[config.mk]
export PLATFORM = sky130hd
export DESIGN_NAME = hmp_port
export DESIGN_NICKNAME = d
export VERILOG_FILES = /design/src/rtl/hmp_pkg.sv /design/src/rtl/hmp_bus_front.sv /design/src/rtl/hmp_word_regs.sv /design/src/rtl/hmp_mode_ctl.sv /design/src/rtl/hmp_port.sv
export SDC_FILE = /design/constraint.sdc
export NUM_CORES = 1
export LEC_CHECK = 0
export ABC_AREA = 1
export ABC_CLOCK_PERIOD_IN_PS = 3550
export CAP_MARGIN = 5
export CORE_AREA = 3 3 105 107
export DETAILED_ROUTE_END_ITERATION = 6
export DIE_AREA = 0 0 108 110
export PLACE_DENSITY = 0.77
export SLEW_MARGIN = 10
export SYNTH_ARGS = -nofsm -noshare
export SYNTH_HDL_FRONTEND = slang
export SYNTH_SLANG_ARGS = --single-unit
[constraint.sdc]
create_clock -name clk -period 3.55 [get_ports clk]
set_input_delay 0.8875 -clock clk [delete_from_list [all_inputs] [get_ports clk]]
set_output_delay 0.8875 -clock clk [all_outputs]
set_load 0.02 [all_outputs]
[src/rtl/hmp_pkg.sv]
package hmp_pkg;

  localparam logic [7:0] OP_IDENT   = 8'h01;
  localparam logic [7:0] OP_ACK     = 8'h02;
  localparam logic [7:0] OP_XLT_RD  = 8'h10;
  localparam logic [7:0] OP_XLT_WR  = 8'h11;
  localparam logic [7:0] OP_PKT_RD  = 8'h12;
  localparam logic [7:0] OP_PKT_WR  = 8'h13;
  localparam logic [7:0] OP_COUNTS  = 8'h14;

  typedef enum logic [1:0] {
    MODE_KEEP   = 2'd0,
    MODE_TO_RD  = 2'd1,
    MODE_TO_WR  = 2'd2
  } mode_req_e;

  function automatic mode_req_e decode_op(input logic [7:0] op);
    mode_req_e r;
    case (op)
      OP_IDENT, OP_XLT_RD, OP_PKT_RD, OP_COUNTS: r = MODE_TO_RD;
      OP_XLT_WR, OP_PKT_WR:                      r = MODE_TO_WR;
      default:                                   r = MODE_KEEP;
    endcase
    return r;
  endfunction

endpackage

[src/rtl/hmp_bus_front.sv]
module hmp_bus_front #(
  parameter int DATA_W = 8,
  parameter int ADDR_W = 4
) (
  input  logic              clk,
  input  logic              rst_n,
  input  logic              en_n,
  input  logic              ds_n,
  input  logic              rw,
  input  logic [ADDR_W-1:0] addr,
  input  logic [DATA_W-1:0] wdata,
  output logic              act,
  output logic              done_wr,
  output logic              done_rd,
  output logic [ADDR_W-1:0] op_addr,
  output logic [DATA_W-1:0] op_data
);

  logic              act_q, act_d;
  logic              lrw_q, lrw_d;
  logic [ADDR_W-1:0] laddr_q, laddr_d;
  logic [DATA_W-1:0] ldata_q, ldata_d;
  logic              done;

  assign act  = ~en_n & ~ds_n;
  assign done = act_q & ~act;

  always_comb begin
    act_d   = act;
    lrw_d   = lrw_q;
    laddr_d = laddr_q;
    ldata_d = ldata_q;
    if (act) begin
      lrw_d   = rw;
      laddr_d = addr;
      ldata_d = wdata;
    end
  end

  always_ff @(posedge clk or negedge rst_n) begin
    if (!rst_n) begin
      act_q   <= 1'b0;
      lrw_q   <= 1'b1;
      laddr_q <= '0;
      ldata_q <= '0;
    end else begin
      act_q   <= act_d;
      lrw_q   <= lrw_d;
      laddr_q <= laddr_d;
      ldata_q <= ldata_d;
    end
  end

  assign done_wr = done & ~lrw_q;
  assign done_rd = done & lrw_q;
  assign op_addr = laddr_q;
  assign op_data = ldata_q;

endmodule

[src/rtl/hmp_word_regs.sv]
module hmp_word_regs #(
  parameter int DATA_W     = 8,
  parameter int WORD_BYTES = 4,
  localparam int IDX_W     = (WORD_BYTES > 1) ? $clog2(WORD_BYTES) : 1,
  localparam int WORD_W    = WORD_BYTES * DATA_W
) (
  input  logic              clk,
  input  logic              rst_n,
  input  logic              wr_en,
  input  logic [IDX_W-1:0]  wr_idx,
  input  logic [DATA_W-1:0] wr_data,
  output logic [WORD_W-1:0] word,
  output logic              commit
);

  logic commit_q, commit_d;

  for (genvar b = 0; b < WORD_BYTES; b++) begin : g_lane
    logic [DATA_W-1:0] lane_q, lane_d;
    logic              lane_en;

    assign lane_en = wr_en && (wr_idx == IDX_W'(b));

    always_comb begin
      lane_d = lane_q;
      if (lane_en) lane_d = wr_data;
    end

    always_ff @(posedge clk or negedge rst_n) begin
      if (!rst_n) lane_q <= '0;
      else        lane_q <= lane_d;
    end

    assign word[(WORD_BYTES-1-b)*DATA_W +: DATA_W] = lane_q;
  end

  assign commit_d = wr_en && (wr_idx == IDX_W'(WORD_BYTES-1));

  always_ff @(posedge clk or negedge rst_n) begin
    if (!rst_n) commit_q <= 1'b0;
    else        commit_q <= commit_d;
  end

  assign commit = commit_q;

endmodule

[src/rtl/hmp_mode_ctl.sv]
module hmp_mode_ctl #(
  parameter int DATA_W = 8
) (
  input  logic              clk,
  input  logic              rst_n,
  input  logic              cmd_go,
  input  logic [7:0]        op_code,
  input  logic [DATA_W-1:0] event_i,
  input  logic [DATA_W-1:0] mask_i,
  input  logic              rd_avail_i,
  input  logic              wr_space_i,
  output logic              ack_n,
  output logic              req_n,
  output logic              mode_rd
);
  import hmp_pkg::*;

  logic      mode_q, mode_d;
  logic      ack_q, ack_d;
  logic      ev_hit, ack_clr;
  mode_req_e mreq;

  assign mreq    = decode_op(op_code);
  assign ev_hit  = |(event_i & mask_i);
  assign ack_clr = cmd_go && (op_code == OP_ACK);

  always_comb begin
    mode_d = mode_q;
    if (cmd_go) begin
      case (mreq)
        MODE_TO_RD: mode_d = 1'b1;
        MODE_TO_WR: mode_d = 1'b0;
        default:    mode_d = mode_q;
      endcase
    end
    ack_d = ev_hit | (ack_q & ~ack_clr);
  end

  always_ff @(posedge clk or negedge rst_n) begin
    if (!rst_n) begin
      mode_q <= 1'b1;
      ack_q  <= 1'b0;
    end else begin
      mode_q <= mode_d;
      ack_q  <= ack_d;
    end
  end

  assign mode_rd = mode_q;
  assign ack_n   = ~ack_q;
  assign req_n   = mode_q ? ~rd_avail_i : wr_space_i;

endmodule

[src/rtl/hmp_port.sv]
module hmp_port #(
  parameter int DATA_W      = 8,
  parameter int ADDR_W      = 4,
  parameter int WORD_BYTES  = 4,
  parameter int SYNC_STAGES = 2,
  localparam int WORD_W     = WORD_BYTES * DATA_W
) (
  input  logic              clk,
  input  logic              rst_n,
  input  logic              host_en_n,
  input  logic              host_ds_n,
  input  logic              host_rw,
  input  logic [ADDR_W-1:0] host_addr,
  input  logic [DATA_W-1:0] host_wdata,
  output logic [DATA_W-1:0] host_rdata,
  output logic              host_rdata_oe,
  output logic              host_ack_n,
  output logic              host_req_n,
  output logic [WORD_W-1:0] core_cmd_word,
  output logic              core_cmd_valid,
  output logic [WORD_W-1:0] core_dat_word,
  output logic              core_dat_valid,
  input  logic [WORD_W-1:0] core_rmsg_word,
  output logic              core_rmsg_fetch,
  input  logic [WORD_W-1:0] core_rdat_word,
  output logic              core_rdat_fetch,
  input  logic [DATA_W-1:0] core_event,
  input  logic              core_rd_avail,
  input  logic              core_wr_space
);

  localparam int IDX_W = (WORD_BYTES > 1) ? $clog2(WORD_BYTES) : 1;
  localparam logic [ADDR_W-1:0] A_DAT0 = ADDR_W'(WORD_BYTES);
  localparam logic [ADDR_W-1:0] A_CTL  = ADDR_W'(2*WORD_BYTES);
  localparam logic [ADDR_W-1:0] A_STS  = ADDR_W'(2*WORD_BYTES + 1);
  localparam logic [ADDR_W-1:0] A_MSGD = ADDR_W'(WORD_BYTES - 1);
  localparam logic [ADDR_W-1:0] A_DATD = ADDR_W'(2*WORD_BYTES - 1);

  // reset: asserted at once, released through a flop chain
  logic rst_s;
  if (SYNC_STAGES <= 1) begin : g_rs1
    logic rs_q;
    always_ff @(posedge clk or negedge rst_n) begin
      if (!rst_n) rs_q <= 1'b0;
      else        rs_q <= 1'b1;
    end
    assign rst_s = rs_q;
  end else begin : g_rsn
    logic [SYNC_STAGES-1:0] rs_q;
    always_ff @(posedge clk or negedge rst_n) begin
      if (!rst_n) rs_q <= '0;
      else        rs_q <= {rs_q[SYNC_STAGES-2:0], 1'b1};
    end
    assign rst_s = rs_q[SYNC_STAGES-1];
  end

  logic              act, done_wr, done_rd;
  logic [ADDR_W-1:0] op_addr;
  logic [DATA_W-1:0] op_data;

  hmp_bus_front #(.DATA_W(DATA_W), .ADDR_W(ADDR_W)) u_front (
    .clk(clk), .rst_n(rst_s),
    .en_n(host_en_n), .ds_n(host_ds_n), .rw(host_rw),
    .addr(host_addr), .wdata(host_wdata),
    .act(act), .done_wr(done_wr), .done_rd(done_rd),
    .op_addr(op_addr), .op_data(op_data)
  );

  logic msg_hit, dat_hit, cmd_go;
  assign msg_hit = done_wr && (op_addr <  A_DAT0);
  assign dat_hit = done_wr && (op_addr >= A_DAT0) && (op_addr < A_CTL);
  assign cmd_go  = done_wr && (op_addr == A_MSGD);

  hmp_word_regs #(.DATA_W(DATA_W), .WORD_BYTES(WORD_BYTES)) u_cmd (
    .clk(clk), .rst_n(rst_s), .wr_en(msg_hit),
    .wr_idx(op_addr[IDX_W-1:0]), .wr_data(op_data),
    .word(core_cmd_word), .commit(core_cmd_valid)
  );

  hmp_word_regs #(.DATA_W(DATA_W), .WORD_BYTES(WORD_BYTES)) u_dat (
    .clk(clk), .rst_n(rst_s), .wr_en(dat_hit),
    .wr_idx(op_addr[IDX_W-1:0]), .wr_data(op_data),
    .word(core_dat_word), .commit(core_dat_valid)
  );

  // control register: event mask
  logic [DATA_W-1:0] ctl_q, ctl_d;
  always_comb begin
    ctl_d = ctl_q;
    if (done_wr && (op_addr == A_CTL)) ctl_d = op_data;
  end

  // fetch pulses at the end of a least-significant-byte read
  logic mf_q, mf_d, df_q, df_d;
  assign mf_d = done_rd && (op_addr == A_MSGD);
  assign df_d = done_rd && (op_addr == A_DATD);

  always_ff @(posedge clk or negedge rst_s) begin
    if (!rst_s) begin
      ctl_q <= '0;
      mf_q  <= 1'b0;
      df_q  <= 1'b0;
    end else begin
      ctl_q <= ctl_d;
      mf_q  <= mf_d;
      df_q  <= df_d;
    end
  end

  assign core_rmsg_fetch = mf_q;
  assign core_rdat_fetch = df_q;

  logic mode_rd;

  hmp_mode_ctl #(.DATA_W(DATA_W)) u_mode (
    .clk(clk), .rst_n(rst_s), .cmd_go(cmd_go),
    .op_code(core_cmd_word[WORD_W-1 -: 8]),
    .event_i(core_event), .mask_i(ctl_q),
    .rd_avail_i(core_rd_avail), .wr_space_i(core_wr_space),
    .ack_n(host_ack_n), .req_n(host_req_n), .mode_rd(mode_rd)
  );

  // read path
  logic [IDX_W-1:0]  rd_idx;
  logic [DATA_W-1:0] sts_v;
  assign rd_idx = host_addr[IDX_W-1:0];

  always_comb begin
    sts_v    = '0;
    sts_v[0] = host_req_n;
    sts_v[1] = host_ack_n;
    sts_v[2] = mode_rd;
  end

  always_comb begin
    host_rdata = '0;
    if (host_addr < A_DAT0)
      host_rdata = core_rmsg_word[(WORD_BYTES-1-int'(rd_idx))*DATA_W +: DATA_W];
    else if (host_addr < A_CTL)
      host_rdata = core_rdat_word[(WORD_BYTES-1-int'(rd_idx))*DATA_W +: DATA_W];
    else if (host_addr == A_CTL)
      host_rdata = ctl_q;
    else if (host_addr == A_STS)
      host_rdata = sts_v;
  end

  assign host_rdata_oe = act & host_rw;

endmodule

# [Yosys cells after proc, flatten, opt, wreduce, memory -nomap -nowiden]
# Index checks and enable logic that the tools add are counted.
[classes] add_sub_neg=1 n_mul=0 n_div=0 n_lt_le_gt_ge=5 eq_ne=17 n_shift=2 muxes=7 bitwise_logic=15 reduce_logical=22
[op_table] cell="$shiftx A32 B6 Y8" n=2
[op_table] cell="$eq A8 B5 Y1 const B" n=5
[op_table] cell="$mux W8" n=3
[op_table] cell="$logic_and A1 B1 Y1" n=16
[op_table] cell="$eq A4 B4 Y1 const B" n=3
[op_table] cell="$and A8 B8 Y8" n=1
[op_table] cell="$eq A8 B1 Y1 const B" n=1
[op_table] cell="$eq A8 B2 Y1 const B" n=1
[op_table] cell="$lt A4 B3 Y1 const B" n=2
[op_table] cell="$lt A4 B4 Y1 const B" n=2
[op_table] cell="$reduce_or A8 Y1" n=1
[op_table] cell="$not A1 Y1" n=7
[op_table] cell="$and A1 B1 Y1" n=6
[op_table] cell="$eq A2 B2 Y1 const B" n=3
[op_table] cell="$eq A2 B1 Y1 const B" n=2
[op_table] cell="$eq A4 B2 Y1 const B" n=1
[op_table] cell="$eq A4 B3 Y1 const B" n=1
[op_table] cell="$ge A4 B3 Y1 const B" n=1
[op_table] cell="$pmux W2 S2" n=1
[op_table] cell="$reduce_or A4 Y1" n=1
[op_table] cell="$mux W3" n=1
[op_table] cell="$sub A2 B2 Y3 const A" n=1
[op_table] cell="$logic_not A2 Y1" n=1
[op_table] cell="$pmux W1 S2" n=1
[op_table] cell="other kinds (5)" n=5
[totals] regBits=94 latchBits=0 ramBits=0 rom_bits=0 in_bits=91 out_inout_bits=79 elab_cells=89 mem_count=0

# [Logic depth before layout (Yosys ltp)]
[depth] word_depth=10 depth_mapped=10 mapped_depth_nobuf=10

# [By module]
# A second synthesis with hierarchy kept.
[unflattened] cells_unflattened=661 hier_area_um2=5093.6
[modules_own_cells] mod="hmp_word_regs" instances=2 cells_each=145 area_per_inst_um2=1465.2 seq_area_each_um2=825.8
[modules_own_cells] mod="hmp_port" instances=1 cells_each=256 area_per_inst_um2=1322.5 seq_area_each_um2=300.3
[modules_own_cells] mod="hmp_bus_front" instances=1 cells_each=63 area_per_inst_um2=568.0 seq_area_each_um2=351.6
[modules_own_cells] mod="hmp_mode_ctl" instances=1 cells_each=52 area_per_inst_um2=272.8 seq_area_each_um2=51.3

# [Least setup slack after synthesis]
# OpenSTA, ideal clock, no wires.
[synth_timing] path_type="input -> output" start="input port host_addr[0]" end="output port host_rdata[3]" arrival_ns=1.908 t_required_ns=2.663 setup_slack_ns=0.754 stages=7 path_buffers=2 path_cell_list="buf_2 > nor2_2 > buf_2 > nand2_1 > nand3_1 > nor2_1 > a21oi_1"
[synth_between] elab_chain_len=4 elab_cells_between_ends=9 classes_between="add/sub: 1; order compare: 2; eq/ne: 1; shift: 2; mux: 3"
[synth_lines] item="start, declared" line="hmp_port.sv:13" source="input logic [ADDR_W-1:0] host_addr,"
[synth_lines] item="$sub A2 B2 Y3 or $eq A4 B4 Y1 (tied branches)" line="hmp_port.sv:138, hmp_port.sv:140, hmp_port.sv:141"
[synth_lines] item="$shiftx A32 B6 Y8 or $mux W8 (tied branches)" line="hmp_port.sv:140, hmp_port.sv:141"
[synth_lines] item="$mux W8" line="hmp_port.sv:139" source="else if (host_addr < A_CTL)"
[synth_lines] item="$mux W8 (*)" line="hmp_port.sv:137" source="if (host_addr < A_DAT0)"
[synth_lines] item="end, declared" line="hmp_port.sv:15" source="output logic [DATA_W-1:0] host_rdata,"
# Every way passes the cells marked *; elsewhere a longest branch is shown, timed or not.

# [Final worst setup path]
[layout_timing] start="input port host_addr[0]" end="output port host_rdata[6]"
# The elaborated chain is that of the path after synthesis.

==> flow_summary.toml <==
[timing]
clock.fmax_mhz = 292
finalHoldViolCount = 0
period_share_pct = 96.4
hold-worst-slack_ns = 0.356
setup_viol = 0
tns_ns = 0
skew_ns = 0.00829
tightest_slew_ns = 0.864
rsz0062_at_grt = "no"
fin_crit_ns = 3.42
setup_slack_ns = 0.128
relSlewSlack_pct = 42.4
report.final.slew_viol_count = 0

[placement]
finalWeightedCongestion = 0.887
port_buffers = 169
dp_hpwl_um = 9960
postPlaceCellArea_um2 = 6390
pre_cts_ws_ns = -0.108

[global_route]
grt_util_all_layers_pct = 23.2
grt_pass1_vias = 4249
grt_overflow = 0
grt_pass1_wl_um = 21200
grt_busiest_layer = "met2"
antenna_found_initial = 0
grt_max_degree = 70
grt_util_met3_pct = 8.97
met2_usage_pct = 38.9
grtUsageMet1_pct = 28.3

[yosys]
ys_seq_elements = 94
syn-num-nets = 653
yosys_warnings = 0
netlist_instances = 561
syn-cell-area_um2 = 4460
synth_cell_types = 26
ys_seq_area_share_pct = 52.7
postSynthAreaPerCell_um2 = 7.96

[worst_setup_path]
cp-start-kind = "primary input"
critical_path_class = "in -> out"
critPathBufInv = 4
worstSetupEndpointType = "output pin"
crit_chain = "clkdlybuf4s50_1 -> buf_4 -> buf_4 -> nand2_1 -> nand2_1 -> nand2_1 -> nand2_1 -> nand2_1 -> a21oi_1 -> buf_12"
crit_family = "buffers and inverters"
path_common_cell = "nand2_1"
cp.arrival_ns = 2.53
crit_fanout = 13
crit_required_ns = 2.66
critPathMaxStageDelay_ns = 0.57
slowest_stage = "clkdlybuf4s50_1"

[layout]
drive_above_1_share_pct = 8.76
layout_commonest_cell = "nand2_1"
final_area_um2 = 6550
area.growth.synth_to_final_pct = 46.8
nNetsFinal = 830
diodes = 0
final_cell_mix = "206 x nand2_1, 161 x clkdlybuf4s50_1, 91 x dfrtp_1"
post-route-util_pct = 64.0

[clocking]
cts_tree = "built"
cts_buffers = 9
clk_latency_ns = 0.36
clockBufferDepth = 2
root_buffer = "clkbuf_8"
clock-sinks = 94
htreeDepth = 3
path_clk_slew_ns = 0.07

[detailed_routing]
post_drt_wl_per_cell_um = 15.4
wirelength_um = 13500
antenna_left = 0
via_per_inst = 4.96
dr.pass1.iters = 4
vias = 4357
drt-initial-drc-count = 376
drc_errors = 0

[floorplan]
fp.dieH_um = 110
start_util_pct = 43.6
die_x_um = 108
die_area_um2 = 11900
rows = 37
coreArea_um2 = 10200
pin_count = 170

[min_path]
hold_path_class = "reg -> reg"

[job]
cap_violations = 0

[power]
vdd_drop_max_v = 0.000352
pwr_density_cell_nw_per_um2 = 515
leakagePower_nw = 3.03

[status]
outcome = "finished, final reports clean"
-- stage by stage --
stage          std cells  power [mW]
5_1_grt              878        3.58
3_5_place_dp         863        2.76
2_1_floorplan        561        2.09
4_1_cts              878        3.40
3_3_place_gp         863        2.73
6_report             878        3.37
-- logic make-up after synthesis --
logic type	after synthesis	share of synthesized area, %
fa+ha+maj	1	0.280
flops	94	52.7
other cells	1	0.0840
simple gates	293	28.8
buf+inv	72	6.81
compound gates	100	11.3
-- final timing paths --
check | start | cells past startpoint | slack [ns] | end
worst max-delay path | host_addr[0] | 10 | 0.13 | host_rdata[6]
max in group asynchronous | g_rsn.rs_q[1] | 1 | 2.19 | u_front.lrw_q
worst min register to register | g_rsn.rs_q[0] | 0 | 0.36 | g_rsn.rs_q[1]
min in group asynchronous | g_rsn.rs_q[1] | 0 | 0.45 | u_dat.g_lane[3].lane_q[0]
worst min-delay path | g_rsn.rs_q[0] | 0 | 0.36 | g_rsn.rs_q[1]
worst max register to register | u_front.op_addr[1] | 4 | 2.03 | ctl_q[7]
-- sequential cells by signal (all words and copies together) (netlist names), 2 cells and up --
name,cells
u_front.op_data,8
ctl_q,8
u_dat.g_lane.lane_q,32
u_front.op_addr,4
g_rsn.rs_q,2
u_cmd.g_lane.lane_q,32
-- Yosys cell counts (all sizes together) --
library cell  count  area (µm²)
nor2             38         185
dfstp             2        52.6
inv              51         196
buf              18        96.3
nand2           208         791
dfrtp            92        2300
nand4             2        12.5
o21a              1        7.51
nor3              1        5.00
nand3            42         280
o21ai            94         470
clkbuf            3        11.3
nor4              2        12.5
a21oi             5        25.0
ha                1        12.5
conb              1        3.75
-- cell type report --
cell class,instances,area (µm²)
multi-input cells,395,1810
fillers,842,3680
clock buffers,14,163
well taps,136,170
repair buffers,187,1850
clock inverters,1,5.00
flip-flops and latches,94,2360
inverters,51,196
-- metal layers --
layer / vias to the layer above / wire [µm]
met1: 2032 / 5650
met4: 0 / 148
met2: 175 / 6180
li1: 2136 / -
met3: 14 / 1570
met5: - / 0
-- timing repair --
item	4_1_cts	5_1_grt
resized for setup	7	0
setup buffers	0	0
hold buffers	0	0
setup endpoints to repair	6	0
-- power by group --
group	switching, mW	total (mW)	internal, mW
registers	0.181	1.49	1.31
clock network	0.343	0.633	0.289
logic	0.662	1.25	0.591
total	1.19	3.37	2.19
(Power assumes the default switching activity.)
